### src/rtl/sck_rate_pkg.sv
package sck_rate_pkg;

    // Width of the linear divisor field and of the exponent field.
    parameter int DIV_W = 8;
    parameter int EXP_W = 4;

    // Longest half-period is 2^(2^EXP_W - 1) clocks, so the counter needs 2^EXP_W bits.
    localparam int POW_CNT_W = 1 << EXP_W;
    localparam int CNT_W     = (POW_CNT_W > DIV_W + 1) ? POW_CNT_W : DIV_W + 1;

    // Register layout: select bit directly above the exponent and divisor fields.
    localparam int SEL_BIT = DIV_W + EXP_W;
    localparam int CFG_W   = SEL_BIT + 1;

    typedef struct packed {
        logic             lin_sel;
        logic [EXP_W-1:0] pow_exp;
        logic [DIV_W-1:0] lin_div;
    } rate_cfg_t;

    typedef struct packed {
        logic [CNT_W-1:0] cnt;
        logic             tick;
    } div_state_t;

endpackage

### src/rtl/sck_rate_cfg.sv
module sck_rate_cfg
    import sck_rate_pkg::*;
#(
    parameter int REG_W = 32
) (
    input  logic             clk,
    input  logic             rst_n,
    input  logic             we,
    input  logic [REG_W-1:0] wdata,
    output rate_cfg_t        cfg,
    output logic [REG_W-1:0] rdata
);

    localparam int PAD_W = REG_W - CFG_W;

    rate_cfg_t cfg_d, cfg_q;

    always_comb begin
        cfg_d = cfg_q;
        if (we) begin
            cfg_d = rate_cfg_t'(wdata[CFG_W-1:0]);
        end
    end

    always_ff @(posedge clk or negedge rst_n) begin
        if (!rst_n) begin
            cfg_q <= '0;
        end else begin
            cfg_q <= cfg_d;
        end
    end

    assign cfg   = cfg_q;
    assign rdata = {{PAD_W{1'b0}}, cfg_q};

    // A write is visible on the read port one edge later, upper bits clear.
    p_readback_r2: assert property (@(posedge clk) disable iff (!rst_n)
        we |=> (rdata[CFG_W-1:0] == $past(wdata[CFG_W-1:0])) && (rdata[REG_W-1:CFG_W] == '0));

    // Without a write the register holds its value.
    p_hold_r3: assert property (@(posedge clk) disable iff (!rst_n)
        !we |=> $stable(rdata));

endmodule

### src/rtl/sck_rate_limit.sv
module sck_rate_limit
    import sck_rate_pkg::*;
(
    input  logic             clk,
    input  logic             rst_n,
    input  rate_cfg_t        cfg,
    output logic [CNT_W-1:0] last_cnt
);

    logic [CNT_W-1:0] pow_last;
    logic [CNT_W-1:0] lin_last;

    // Exponential law: last count is 2^M - 1, i.e. M low ones.
    for (genvar i = 0; i < CNT_W; i++) begin : g_pow_mask
        localparam int unsigned IDX = i;
        assign pow_last[i] = ({{(32-EXP_W){1'b0}}, cfg.pow_exp} > IDX);
    end

    // Linear law: last count is N.
    assign lin_last = {{(CNT_W-DIV_W){1'b0}}, cfg.lin_div};

    always_comb begin
        last_cnt = cfg.lin_sel ? lin_last : pow_last;
    end

    // Exponential half-periods are always a power of two.
    p_pow_shape_r5: assert property (@(posedge clk) disable iff (!rst_n)
        !cfg.lin_sel |-> ((CNT_W'(last_cnt + 1'b1) & last_cnt) == '0));

    // Linear half-periods never exceed 256 clocks.
    p_lin_range_r4: assert property (@(posedge clk) disable iff (!rst_n)
        cfg.lin_sel |-> (last_cnt < CNT_W'(1 << DIV_W)));

endmodule

### src/rtl/sck_rate_count.sv
module sck_rate_count
    import sck_rate_pkg::*;
(
    input  logic             clk,
    input  logic             rst_n,
    input  logic             run_en,
    input  logic             restart,
    input  logic [CNT_W-1:0] last_cnt,
    output logic             tick
);

    div_state_t st_d, st_q;

    always_comb begin
        st_d      = st_q;
        st_d.tick = 1'b0;
        if (!run_en || restart) begin
            st_d.cnt = '0;
        end else if (st_q.cnt == last_cnt) begin
            st_d.cnt  = '0;
            st_d.tick = 1'b1;
        end else begin
            st_d.cnt = st_q.cnt + 1'b1;
        end
    end

    always_ff @(posedge clk or negedge rst_n) begin
        if (!rst_n) begin
            st_q <= '0;
        end else begin
            st_q <= st_d;
        end
    end

    assign tick = st_q.tick;

    p_idle_quiet_r7: assert property (@(posedge clk) disable iff (!rst_n)
        !run_en |=> (!st_q.tick && st_q.cnt == '0));

    p_restart_clears_r8: assert property (@(posedge clk) disable iff (!rst_n)
        restart |=> (!st_q.tick && st_q.cnt == '0));

    p_single_pulse_r9: assert property (@(posedge clk) disable iff (!rst_n)
        (st_q.tick && last_cnt != '0) |=> !st_q.tick);

    p_count_step_r4: assert property (@(posedge clk) disable iff (!rst_n)
        (run_en && !restart && st_q.cnt < last_cnt) |=> (st_q.cnt == $past(st_q.cnt) + 1'b1));

endmodule

### src/rtl/sck_rate_gen.sv
module sck_rate_gen
    import sck_rate_pkg::*;
#(
    parameter int REG_W = 32
) (
    input  logic             clk,
    input  logic             rst_n,
    input  logic             cfg_we,
    input  logic [REG_W-1:0] cfg_wdata,
    output logic [REG_W-1:0] cfg_rdata,
    input  logic             run_en,
    output logic             sck_tick
);

    rate_cfg_t        cfg;
    logic [CNT_W-1:0] last_cnt;

    sck_rate_cfg #(.REG_W(REG_W)) u_cfg (
        .clk   (clk),
        .rst_n (rst_n),
        .we    (cfg_we),
        .wdata (cfg_wdata),
        .cfg   (cfg),
        .rdata (cfg_rdata)
    );

    sck_rate_limit u_limit (
        .clk      (clk),
        .rst_n    (rst_n),
        .cfg      (cfg),
        .last_cnt (last_cnt)
    );

    sck_rate_count u_count (
        .clk      (clk),
        .rst_n    (rst_n),
        .run_en   (run_en),
        .restart  (cfg_we),
        .last_cnt (last_cnt),
        .tick     (sck_tick)
    );

    // A tick is only ever produced from an edge where the engine was running.
    p_tick_needs_run_r7: assert property (@(posedge clk) disable iff (!rst_n)
        sck_tick |-> $past(run_en));

endmodule

### config.mk
export PLATFORM = sky130hd
export DESIGN_NAME = sck_rate_gen
export DESIGN_NICKNAME = d
export VERILOG_FILES = /design/src/rtl/sck_rate_pkg.sv /design/src/rtl/sck_rate_cfg.sv /design/src/rtl/sck_rate_limit.sv /design/src/rtl/sck_rate_count.sv /design/src/rtl/sck_rate_gen.sv
export SDC_FILE = /design/constraint.sdc
export NUM_CORES = 1
export LEC_CHECK = 0
export ABC_AREA = 1
export BUFFER_PORTS_ARGS = -buffer_cell sky130_fd_sc_hd__buf_2
export CAP_MARGIN = 20
export CORE_ASPECT_RATIO = 2
export CORE_MARGIN = 4
export CORE_UTILIZATION = 30
export CTS_CLUSTER_DIAMETER = 120
export CTS_CLUSTER_SIZE = 30
export DETAILED_ROUTE_END_ITERATION = 10
export PLACE_DENSITY = 0.5
export SLEW_MARGIN = 20
export SYNTH_ARGS = -nofsm -noshare
export SYNTH_HDL_FRONTEND = slang
export SYNTH_HIERARCHICAL = 1
export SYNTH_SLANG_ARGS = --single-unit
export TNS_END_PERCENT = 1
### constraint.sdc
create_clock -name clk -period 1.55 [get_ports clk]
set_input_delay 0.155 -clock clk [delete_from_list [all_inputs] [get_ports clk]]
set_output_delay 0.155 -clock clk [all_outputs]
set_load 0.05 [all_outputs]
==> results of run 1 <==
-- worst max-delay path by stage --
stage	startpoint	endpoint	slack, ps	depth (start not counted)
2_1_floorplan	u_cfg/cfg[12]	u_count/st_q[7]	-70	14
3_3_place_gp	u_cfg/cfg[10]	u_count/tick	-300	11
3_5_place_dp	u_cfg/cfg[10]	u_count/st_q[4]	-310	11
4_1_cts	u_cfg/cfg[12]	u_count/st_q[1]	-230	12
5_1_grt	u_cfg/cfg[12]	u_count/st_q[1]	-330	13
6_report	u_cfg/cfg[11]	u_count/st_q[4]	-200	12
-- stage by stage --
stage / hold WS, ps / TNS (ps) / setup WS (ps)
finish: 76.2 / -3250 / -200
global route: 98.6 / -5290 / -327
CTS: 68.5 / -3790 / -231
detailed placement: 210 / -5050 / -305
global placement: 210 / -4340 / -301
floorplan: -141 / -707 / -72.6
-- cells by family (layout without fill, tap and decap cells) --
family	after synthesis	count (layout)	synth area share, %
simple gates	196	197	37.6
other cells	2	20	0.350
compound gates	6	6	1.40
xor+xnor	10	10	4.08
buf+inv	77	98	21.0
flops	30	30	35.0
fa+ha+maj	1	1	0.583
-- cell usage in the layout, fill, tap and decap left out, drive strengths merged --
cell           n
o21ai          4
nand2        133
conb          20
buf           50
and2           1
xnor2          1
nand3          7
a21oi          2
dlygate4sd3    1
clkbuf         7
dfrtp         30
nand4          1
xor2           9
ha             1
nor2          49
nor3           6
inv           40
-- layout make-up --
type | instances | area (um2) | share of cell area (%)
clock buffer | 7 | 133 | 5.13
sequential | 30 | 756 | 29.2
tap | 90 | 113 | 4.35
multi-input combinational | 234 | 1100 | 42.5
inverter | 40 | 158 | 6.09
timing repair buffer | 51 | 330 | 12.8
-- state kept, by name, summed over array words and instances (netlist names) --
| signal | cells |
|---|---|
| u_cfg/cfg | 13 |
| u_count/st_q | 16 |
| u_count/tick | 1 |
-- worst max-delay path: cells and delay by family (launching register included) --
family        cells  cell delay, ps
buf+inv           2             280
simple gates     10             910
flops             1             440
-- metal layers --
layer	vias to the layer above	track usage, %	share of wire [%]
li1	980	-	-
met1	855	12.3	32
met2	43	26.2	60
met3	11	1.85	3.9
met4	0	8.44	3.2
met5	-	0	0
-- power by group --
| part | internal (mW) | leakage, nW | switching [mW] |
|---|---|---|---|
| Sequential | 0.820 | 0.390 | 0.0412 |
| Clock | 0.584 | 0.0640 | 0.308 |
| Combinational | 0.187 | 0.923 | 0.435 |
-- timing repair --
action,in CTS,in global routing
pin swaps,7,6
cloned,1,0
resized for setup,8,18
hold endpoints to repair,30,0
hold buffers,1,0
setup endpoints to repair,17,17
buffers inserted,5,0
==> metrics.txt, run 1 <==
critical path class reg2reg; critical path arrival 1910 ps; CP startpoint kind register; crit path cell chain buf_12 > nand2_8 > nor3_4 > buf_4 > nor2_2 > nor2_1 > nor2_1 > nand2_1 > nor2_1 > nand2_2 > nand2_4 > nor2_1; cells on worst reg2reg path 12; HPWL after detailed placement 4.09 mm; setup violators final 17; Yosys top cell by area dfrtp_1; max incr delay on CP roughly 440 ps; hold path startpoint cfg_wdata[6]; vias per cell around 4.2; crit-path max FO 8; port buffer count 30; status complete, but fails checks; first-pass GRT wire length about 8.5 mm; All-Layer GR Usage ~14%; Synth top cells by count nand2_1, nor2_1, inv_1; cell with the most instances on the worst path nor2_1; Main synth FF type dfrtp_1; initial antenna violation count 0; core area between 6000 and 7000 um2; f_max 571 MHz; Ports approximately 70; drt first pass iters 4; routed wire length roughly 5.2 mm; GRT Residual Overflow 0; syn avg cell area around 6.7 um2; cell with the most instances after synthesis nand2_1; CTS tree built; yosys warns 6; fin crit period 1750 ps; initial core utilization 30.9%; CP required ~1700 ps; CTS Buf Count 5; max_cap viols 0; HP Class in2reg; top cells by area, synth dfrtp_1, nand2_1, buf_4; Filler Cells Inserted 781; CP endpoint kind register; ANT nets after route 0; top cell type's share of synthesized area a little over a third; asr flop ratio synth 100%; gpl congestion 0.792; Worst VDD drop 568 uV; clock skew 2.74 ps; worst r2r src u_cfg/cfg[11]; critical path's slowest cell dfrtp_2; worst reg2reg path endpoint u_count/st_q[4]; slew margin rel. 65.0%; Leak Pwr 1.38 nW; Worst-Skew Late Latency 270 ps; Final period util 113%; Mapped Area 2140 um2; overall power 2.37 mW; Worst R2R Setup Slack -200 ps; chip width between 60 and 70 um; hold depth 3; Unique masters post-synth 26; final setup margin -200 ps; WHS Endpoint u_cfg/cfg[6]; Clock Path Buffers 2; Yosys reg bits 30; DRC viols 0; H-tree lvl count 2; RSZ-0062 raised after global routing yes; fin util 37.3%; via count about 1,900; antenna cells 0; Placed Area 2330 um2; clock slew at the register clock pins of the worst setup and hold paths 50 ps; violated checks negative setup slack; Final Hold Fails 0; die area 8650 um2; die height 128 um; Cell Pwr Density 918 nW/um2; Row Count 43; sequential share of the synthesized area 35.0%; clock sink count 30; fin nets 399; drt wl/cell 11.6 um; largest net degree at the start of global routing 31; vias in the first global route approximately 1,800; Slew @ Worst Pin ~520 ps; fin area 2590 um2; initial DRC count 32; Final Max Slew Viols 0; Post-synth EDFFs 0; post-route insts no fill around 450; share of cells above drive strength 1 24.3%; Layout area overhead 20.7%; Root Driver clkbuf_16; dpl cells 438; Post-Syn Instances 322
Note: power is estimated with default switching activity, not from simulation.
==> run 2: changes to the inputs <==
- CORE_UTILIZATION: 30 -> 45
- GPL_TIMING_DRIVEN: unset -> 0
- PLACE_DENSITY: 0.5 -> 0.71
==> run 2 against run 1 <==
  * The flow still finishes with violations (negative setup slack)
  * Sequential power about the same
  * Largest power group is now registers
  * Highest routed layer unchanged
  * Setup slack got worse by 110 ps
  * Sequential share of layout area fell by 0.77 points
  * Non-clock buffer count increased by 23
  * Global-route usage rose by 3.1 points
  * Clock-buffer cell count stayed put
  * Design area up 2.4%
  * Critical path depth is 2 higher
  * Die area down 31%
  * Fmax fell by 5.9%
==> metrics.txt, run 2 (synthesized netlist as in run 1, its figures left out) <==
CTS tree built; H-tree lvl count 2 (unchanged); Setup TNS -4610 ps (-1360 ps); Ports 69 (unchanged); crit path cell chain buf_6 > inv_8 > nand2_8 > nor3_2 > inv_1 > nand2_1 > nand2_1 > nor2_1 > nand2_1 > nor2_2 > nand2_2 > nand2_4 > buf_8 > nor2_1; initial antenna violation count 0 (unchanged); RSZ-0062 raised after global routing yes; overall power 2.15 mW (-9.4%); Root Driver clkbuf_8; Final Hold Fails 0 (unchanged); fin crit period 1860 ps (+109 ps); critical path's slowest cell dfrtp_1; All-Layer GR Usage 16.6% (+3.1 points); CP startpoint kind register; largest net degree at the start of global routing 31 (unchanged); gpl congestion 0.806 (+1.9%); HP Class in2reg; die area 6000 um2 (-31%); Final Max Slew Viols 0 (unchanged); setup violators final 17 (unchanged); DRC viols 0 (unchanged); violated checks negative setup slack; max incr delay on CP 390 ps (-50 ps); CP required 1720 ps (about the same); critical path class reg2reg; die height 106 um (-17%); dpl cells 425 (-3.0%); slew margin rel. 54.9% (-10 points); clock slew at the register clock pins of the worst setup and hold paths 70 ps (+20 ps); clock skew 5.91 ps (+3.16 ps); via count 1,926 (+2.0%); Placed Area 2450 um2 (+5.3%); first-pass GRT wire length 7.91 mm (-6.9%); GRT Residual Overflow 0 (unchanged); crit-path max FO 10 (+2); CP endpoint kind register; core area 4600 um2 (-34%); initial DRC count 41 (+28%); most frequent cells in the layout nand2_1, nor2_1, buf_4; final setup margin -309 ps (-109 ps); CP Buf/Inv Count 4 (+2); Final period util 120% (+7.0 points); port buffer count 30 (unchanged); critical path arrival 2020 ps (+110 ps); WHS 74.8 ps (-1.33 ps); Worst-Skew Late Latency 280 ps (about the same); vias in the first global route 1,841 (+0.44%); Worst VDD drop 616 uV (+8.4%); cell with the most instances on the worst path nand2_1; share of cells above drive strength 1 27.8% (+3.5 points); max reg flops 16 (unchanged); fin util 57.6% (+20 points); Slew @ Worst Pin 677 ps (+154 ps); f_max 538 MHz (-5.9%); CTS Buf Count 5 (unchanged); Reg with most FFs u_count/st_q; status complete, but fails checks; drt wl/cell 10.6 um (-8.4%); Cell Pwr Density 813 nW/um2 (-11%); Leak Pwr 1.47 nW (+6.8%); Worst path top cell family by delay simple AND/OR/NAND/NOR gates; drt first pass iters 4 (unchanged); Row Count 35 (-19%); Filler Cells Inserted 470 (-40%); max_cap viols 0 (unchanged); HPWL after detailed placement 3.68 mm (-10%); worst slack, placed -386 ps (-80.4 ps); fin area 2650 um2 (+2.4%); chip width 56.8 um (-16%); Layout area overhead 23.5%; routed wire length 4.66 mm (-11%); Clock Path Buffers 2 (unchanged); vias per cell 4.38 (+4.7%); antenna cells 0 (unchanged); post-route insts no fill 440 (-2.7%); commonest non-fill, non-tap cell in the layout nand2_1; fin nets 421 (+5.5%); clock sink count 30 (unchanged); initial core utilization 46.6% (+16 points); ANT nets after route 0 (unchanged)
run 2: cell count changes in the layout (fill, tap and decap cells not counted), moves of 2 or more:
cell       delta
dfrtp_2       -2
clkbuf_8      +6
o21ai_1       +2
dfrtp_1       +2
clkbuf_16     -5
o21ai_2       -2
nand2_4       -2
buf_4        +23
run 2: worst register-to-register path, cell delays in order (launching register included):
cell	delay (ps)
dfrtp_1	390
buf_6	150
inv_8	80
nand2_8	80
nor3_2	210
inv_1	60
nand2_1	50
nand2_1	40
nor2_1	90
nand2_1	80
nor2_2	120
nand2_2	100
nand2_4	110
buf_8	140
nor2_1	50
run 2: per-layer routing:
| metal | vias to the layer above | wire length [um] | global-route usage [%] |
|---|---|---|---|
| met5 | - | 0 | 0 |
| met4 | 0 | 85 | 7.13 |
| met3 | 9 | 188 | 2.21 |
| met2 | 40 | 2790 | 33.9 |
| met1 | 860 | 1600 | 15.5 |
| li1 | 1017 | - | - |
run 2: cell type report:
cell class,count,area (um2),area share (%)
inverter,40,161,6.09
clock inverter,1,5.00,0.189
clock buffer,7,86.3,3.26
timing repair buffer,37,205,7.75
tap,55,68.8,2.60
sequential,30,753,28.4
buffer,37,293,11.1
multi-input combinational,233,1080,40.6
run 2: repair_timing:
item / in CTS / in global routing
pin swaps: 1 / 4
setup endpoints to repair: 17 / 17
buffers inserted: 4 / 2
hold buffers: 1 / 0
resized for setup: 11 / 6
hold endpoints to repair: 30 / 0
run 2: worst paths after layout:
check                               from              end  slack (ps)  cells after the start
setup reg to reg           u_cfg/cfg[12]  u_count/st_q[7]        -310                     14
hold reg to reg             u_cfg/cfg[3]     u_cfg/cfg[3]         500                      2
min in group asynchronous          rst_n  u_count/st_q[9]         460                      2
setup / recovery           u_cfg/cfg[12]  u_count/st_q[7]        -310                     14
max in group asynchronous          rst_n    u_cfg/cfg[10]         610                      2
hold / removal              cfg_wdata[8]     u_cfg/cfg[8]          70                      3
run 2: report_power, final:
part	internal (mW)	leakage, nW	switching [mW]
Sequential	0.817	0.393	0.0445
Clock	0.358	0.0482	0.285
Combinational	0.218	1.03	0.430
==> run 3: changes to the inputs <==
- PLACE_DENSITY: 0.71 -> 0.75
==> run 3 against run 2 <==
  * The run still ends with negative setup slack left
  * Routed wire length grew 0.11%
  * Design area shrank 1.6%
  * Register-to-register slack is essentially flat
  * Non-clock buffer count shrank 3
  * Sequential share of layout area grew 0.45 points
  * Cell count shrank 0.68%
  * Fmax grew 0.57%
  * Setup slack gained 11 ps
  * Global-route usage grew 0.38 points
  * Clock power is essentially flat
  * Clock-buffer cell count is the same
  * Die area is the same
==> metrics.txt, run 3 (synthesized netlist as in run 1, its figures left out) <==
HP Class in2reg; core area 4600 um2 (unchanged); initial core utilization 46.6% (unchanged); most frequent cells in the layout nand2_1, nor2_1, buf_4, inv_1, buf_2; max incr delay on CP 390 ps (about the same); via count 1,947 (+1.1%); Row Count 35 (unchanged); clock skew 6.18 ps (+0.271 ps); final setup margin -299 ps (+10.6 ps); critical path arrival 2010 ps (about the same); DRC viols 0 (unchanged); CTS Buf Count 5 (unchanged); Root Driver clkbuf_8; hold depth 3 (unchanged); crit-path max FO 10 (unchanged); drt first pass iters 4 (unchanged); ANT nets after route 0 (unchanged); Multi-input gate area 1060 um2 (-1.4%); first-pass GRT wire length 8.15 mm (+3.0%); antenna cells 0 (unchanged); initial antenna violation count 0 (unchanged); chip width 56.8 um (unchanged); Final Hold Fails 0 (unchanged); Ports 69 (unchanged); GRT Residual Overflow 0 (unchanged); critical path class reg2reg; initial DRC count 41 (unchanged); status complete, but fails checks; drt wl/cell 10.7 um (+0.79%); fin nets 418 (-0.71%); share of cells above drive strength 1 26.2% (-1.6 points); Cell Pwr Density 822 nW/um2 (+1.2%); port buffer count 30 (unchanged); Final Max Slew Viols 0 (unchanged); All-Layer GR Usage 17.0% (+0.38 points); die area 6000 um2 (unchanged); vias in the first global route 1,956 (+6.2%); fin crit period 1850 ps (-10.6 ps); vias per cell 4.46 (+1.8%); cells on worst reg2reg path 14 (unchanged); Worst-Skew Late Latency 270 ps (about the same); Leak Pwr 1.45 nW (-1.1%); worst r2r src u_cfg/cfg[12]; critical path's slowest cell dfrtp_1; Final period util 119% (-0.68 points); RSZ-0062 raised after global routing yes; clock sink count 30 (unchanged); setup violators final 17 (unchanged); CTS tree built; overall power 2.14 mW (-0.40%); Worst VDD drop 789 uV (+28%); HPWL after detailed placement 3.63 mm (-1.4%); WHS Endpoint u_cfg/cfg[5]; Worst R2R Setup Slack -300 ps (about the same); clock slew at the register clock pins of the worst setup and hold paths 70 ps (about the same); Layout area overhead 21.6%; Setup TNS -4370 ps (+238 ps); f_max 541 MHz (+0.57%); violated checks negative setup slack; gpl congestion 0.837 (+3.9%); routed wire length 4.66 mm (+0.11%); worst reg2reg path endpoint u_count/st_q[12]; Reg with most FFs u_count/st_q; commonest non-fill, non-tap cell in the layout nand2_1; Slew @ Worst Pin 676 ps (-1.04 ps); fin area 2610 um2 (-1.6%); largest net degree at the start of global routing 31 (unchanged); max_cap viols 0 (unchanged); max reg flops 16 (unchanged); CP required 1710 ps (about the same); cell with the most instances on the worst path nand2_1; Register Area 753 um2 (unchanged); CP startpoint kind register; slew margin rel. 54.9% (+0.070 points); H-tree lvl count 2 (unchanged); Placed Area 2450 um2 (unchanged); die height 106 um (unchanged); Clock Path Buffers 2 (unchanged); crit path cell chain buf_6 > inv_8 > nand2_8 > nor3_4 > inv_1 > nand2_1 > nand2_1 > nor2_1 > nand2_1 > nor2_2 > nand2_2 > nand2_4 > buf_8 > nor2_1; hold path startpoint cfg_wdata[5]; Filler Cells Inserted 439 (-6.6%); CP endpoint kind register
[run 3: changes by cell type in the layout (fill, tap and decap cells not counted)]
cell,previous run,this run
nand2_2,4,3
a21oi_2,1,2
nor2_2,6,4
buf_4,40,37
nand2_1,126,127
o21ai_0,2,3
inv_1,36,37
nor2_1,41,43
o21ai_1,2,1
clkinvlp_4,1,0
a21oi_4,1,0
[run 3: metrics by stage]
step           hold slack, ps  utilization (%)  setup WS [ps]  std cells
6_report                 81.2             56.7           -299        437
5_1_grt                  93.1             56.7           -485        437
4_1_cts                  73.0             56.6           -301        437
3_5_place_dp              242             53.4           -387        425
3_3_place_gp              231             53.4           -367        425
2_1_floorplan            -141                -          -72.6        340
[run 3: layout make-up]
cell class              count  area share (%)
plain buffers              37            11.2
clock buffers               7            3.31
clock inverters             1           0.192
inverters                  40            6.05
multi-input cells         233            40.7
flip-flops and latches     30            28.9
well taps                  55            2.64
repair buffers             34            7.01
[run 3: timing repair]
item	4_1_cts	5_1_grt
hold endpoints to repair	30	0
pin swaps	1	0
setup endpoints to repair	17	17
resized for setup	9	2
setup buffers	3	0
hold buffers	1	0
[run 3: how the worst max path moves through the flow]
| stage | startpoint | to |
|---|---|---|
| after floorplan | u_cfg/cfg[12] | u_count/st_q[7] |
| after global placement | u_cfg/cfg[12] | u_count/st_q[9] |
| after detailed placement | u_cfg/cfg[10] | u_count/st_q[12] |
| after CTS | u_cfg/cfg[12] | u_count/st_q[12] |
| after global routing | u_cfg/cfg[12] | u_count/st_q[14] |
| final | u_cfg/cfg[12] | u_count/st_q[12] |
[run 3: power by group]
group	total [mW]	switching, mW	internal (mW)
Combinational	0.638	0.427	0.211
Clock	0.645	0.287	0.358
Sequential	0.860	0.0437	0.817
[run 3: metal layers]
metal | GRT usage, % | vias up | share of wire (%)
met5 | 0 | - | 0
met4 | 6.97 | 0 | 2.4
met3 | 2.33 | 8 | 4.0
met2 | 34.3 | 48 | 60
met1 | 16.2 | 881 | 34
li1 | - | 1010 | -
[run 3: worst max-delay path: cells and delay by family (launching register included)]
family	cells	cell delay (ps)
buffers and inverters	4	430
DFF	1	390
and+or+nand+nor	10	910
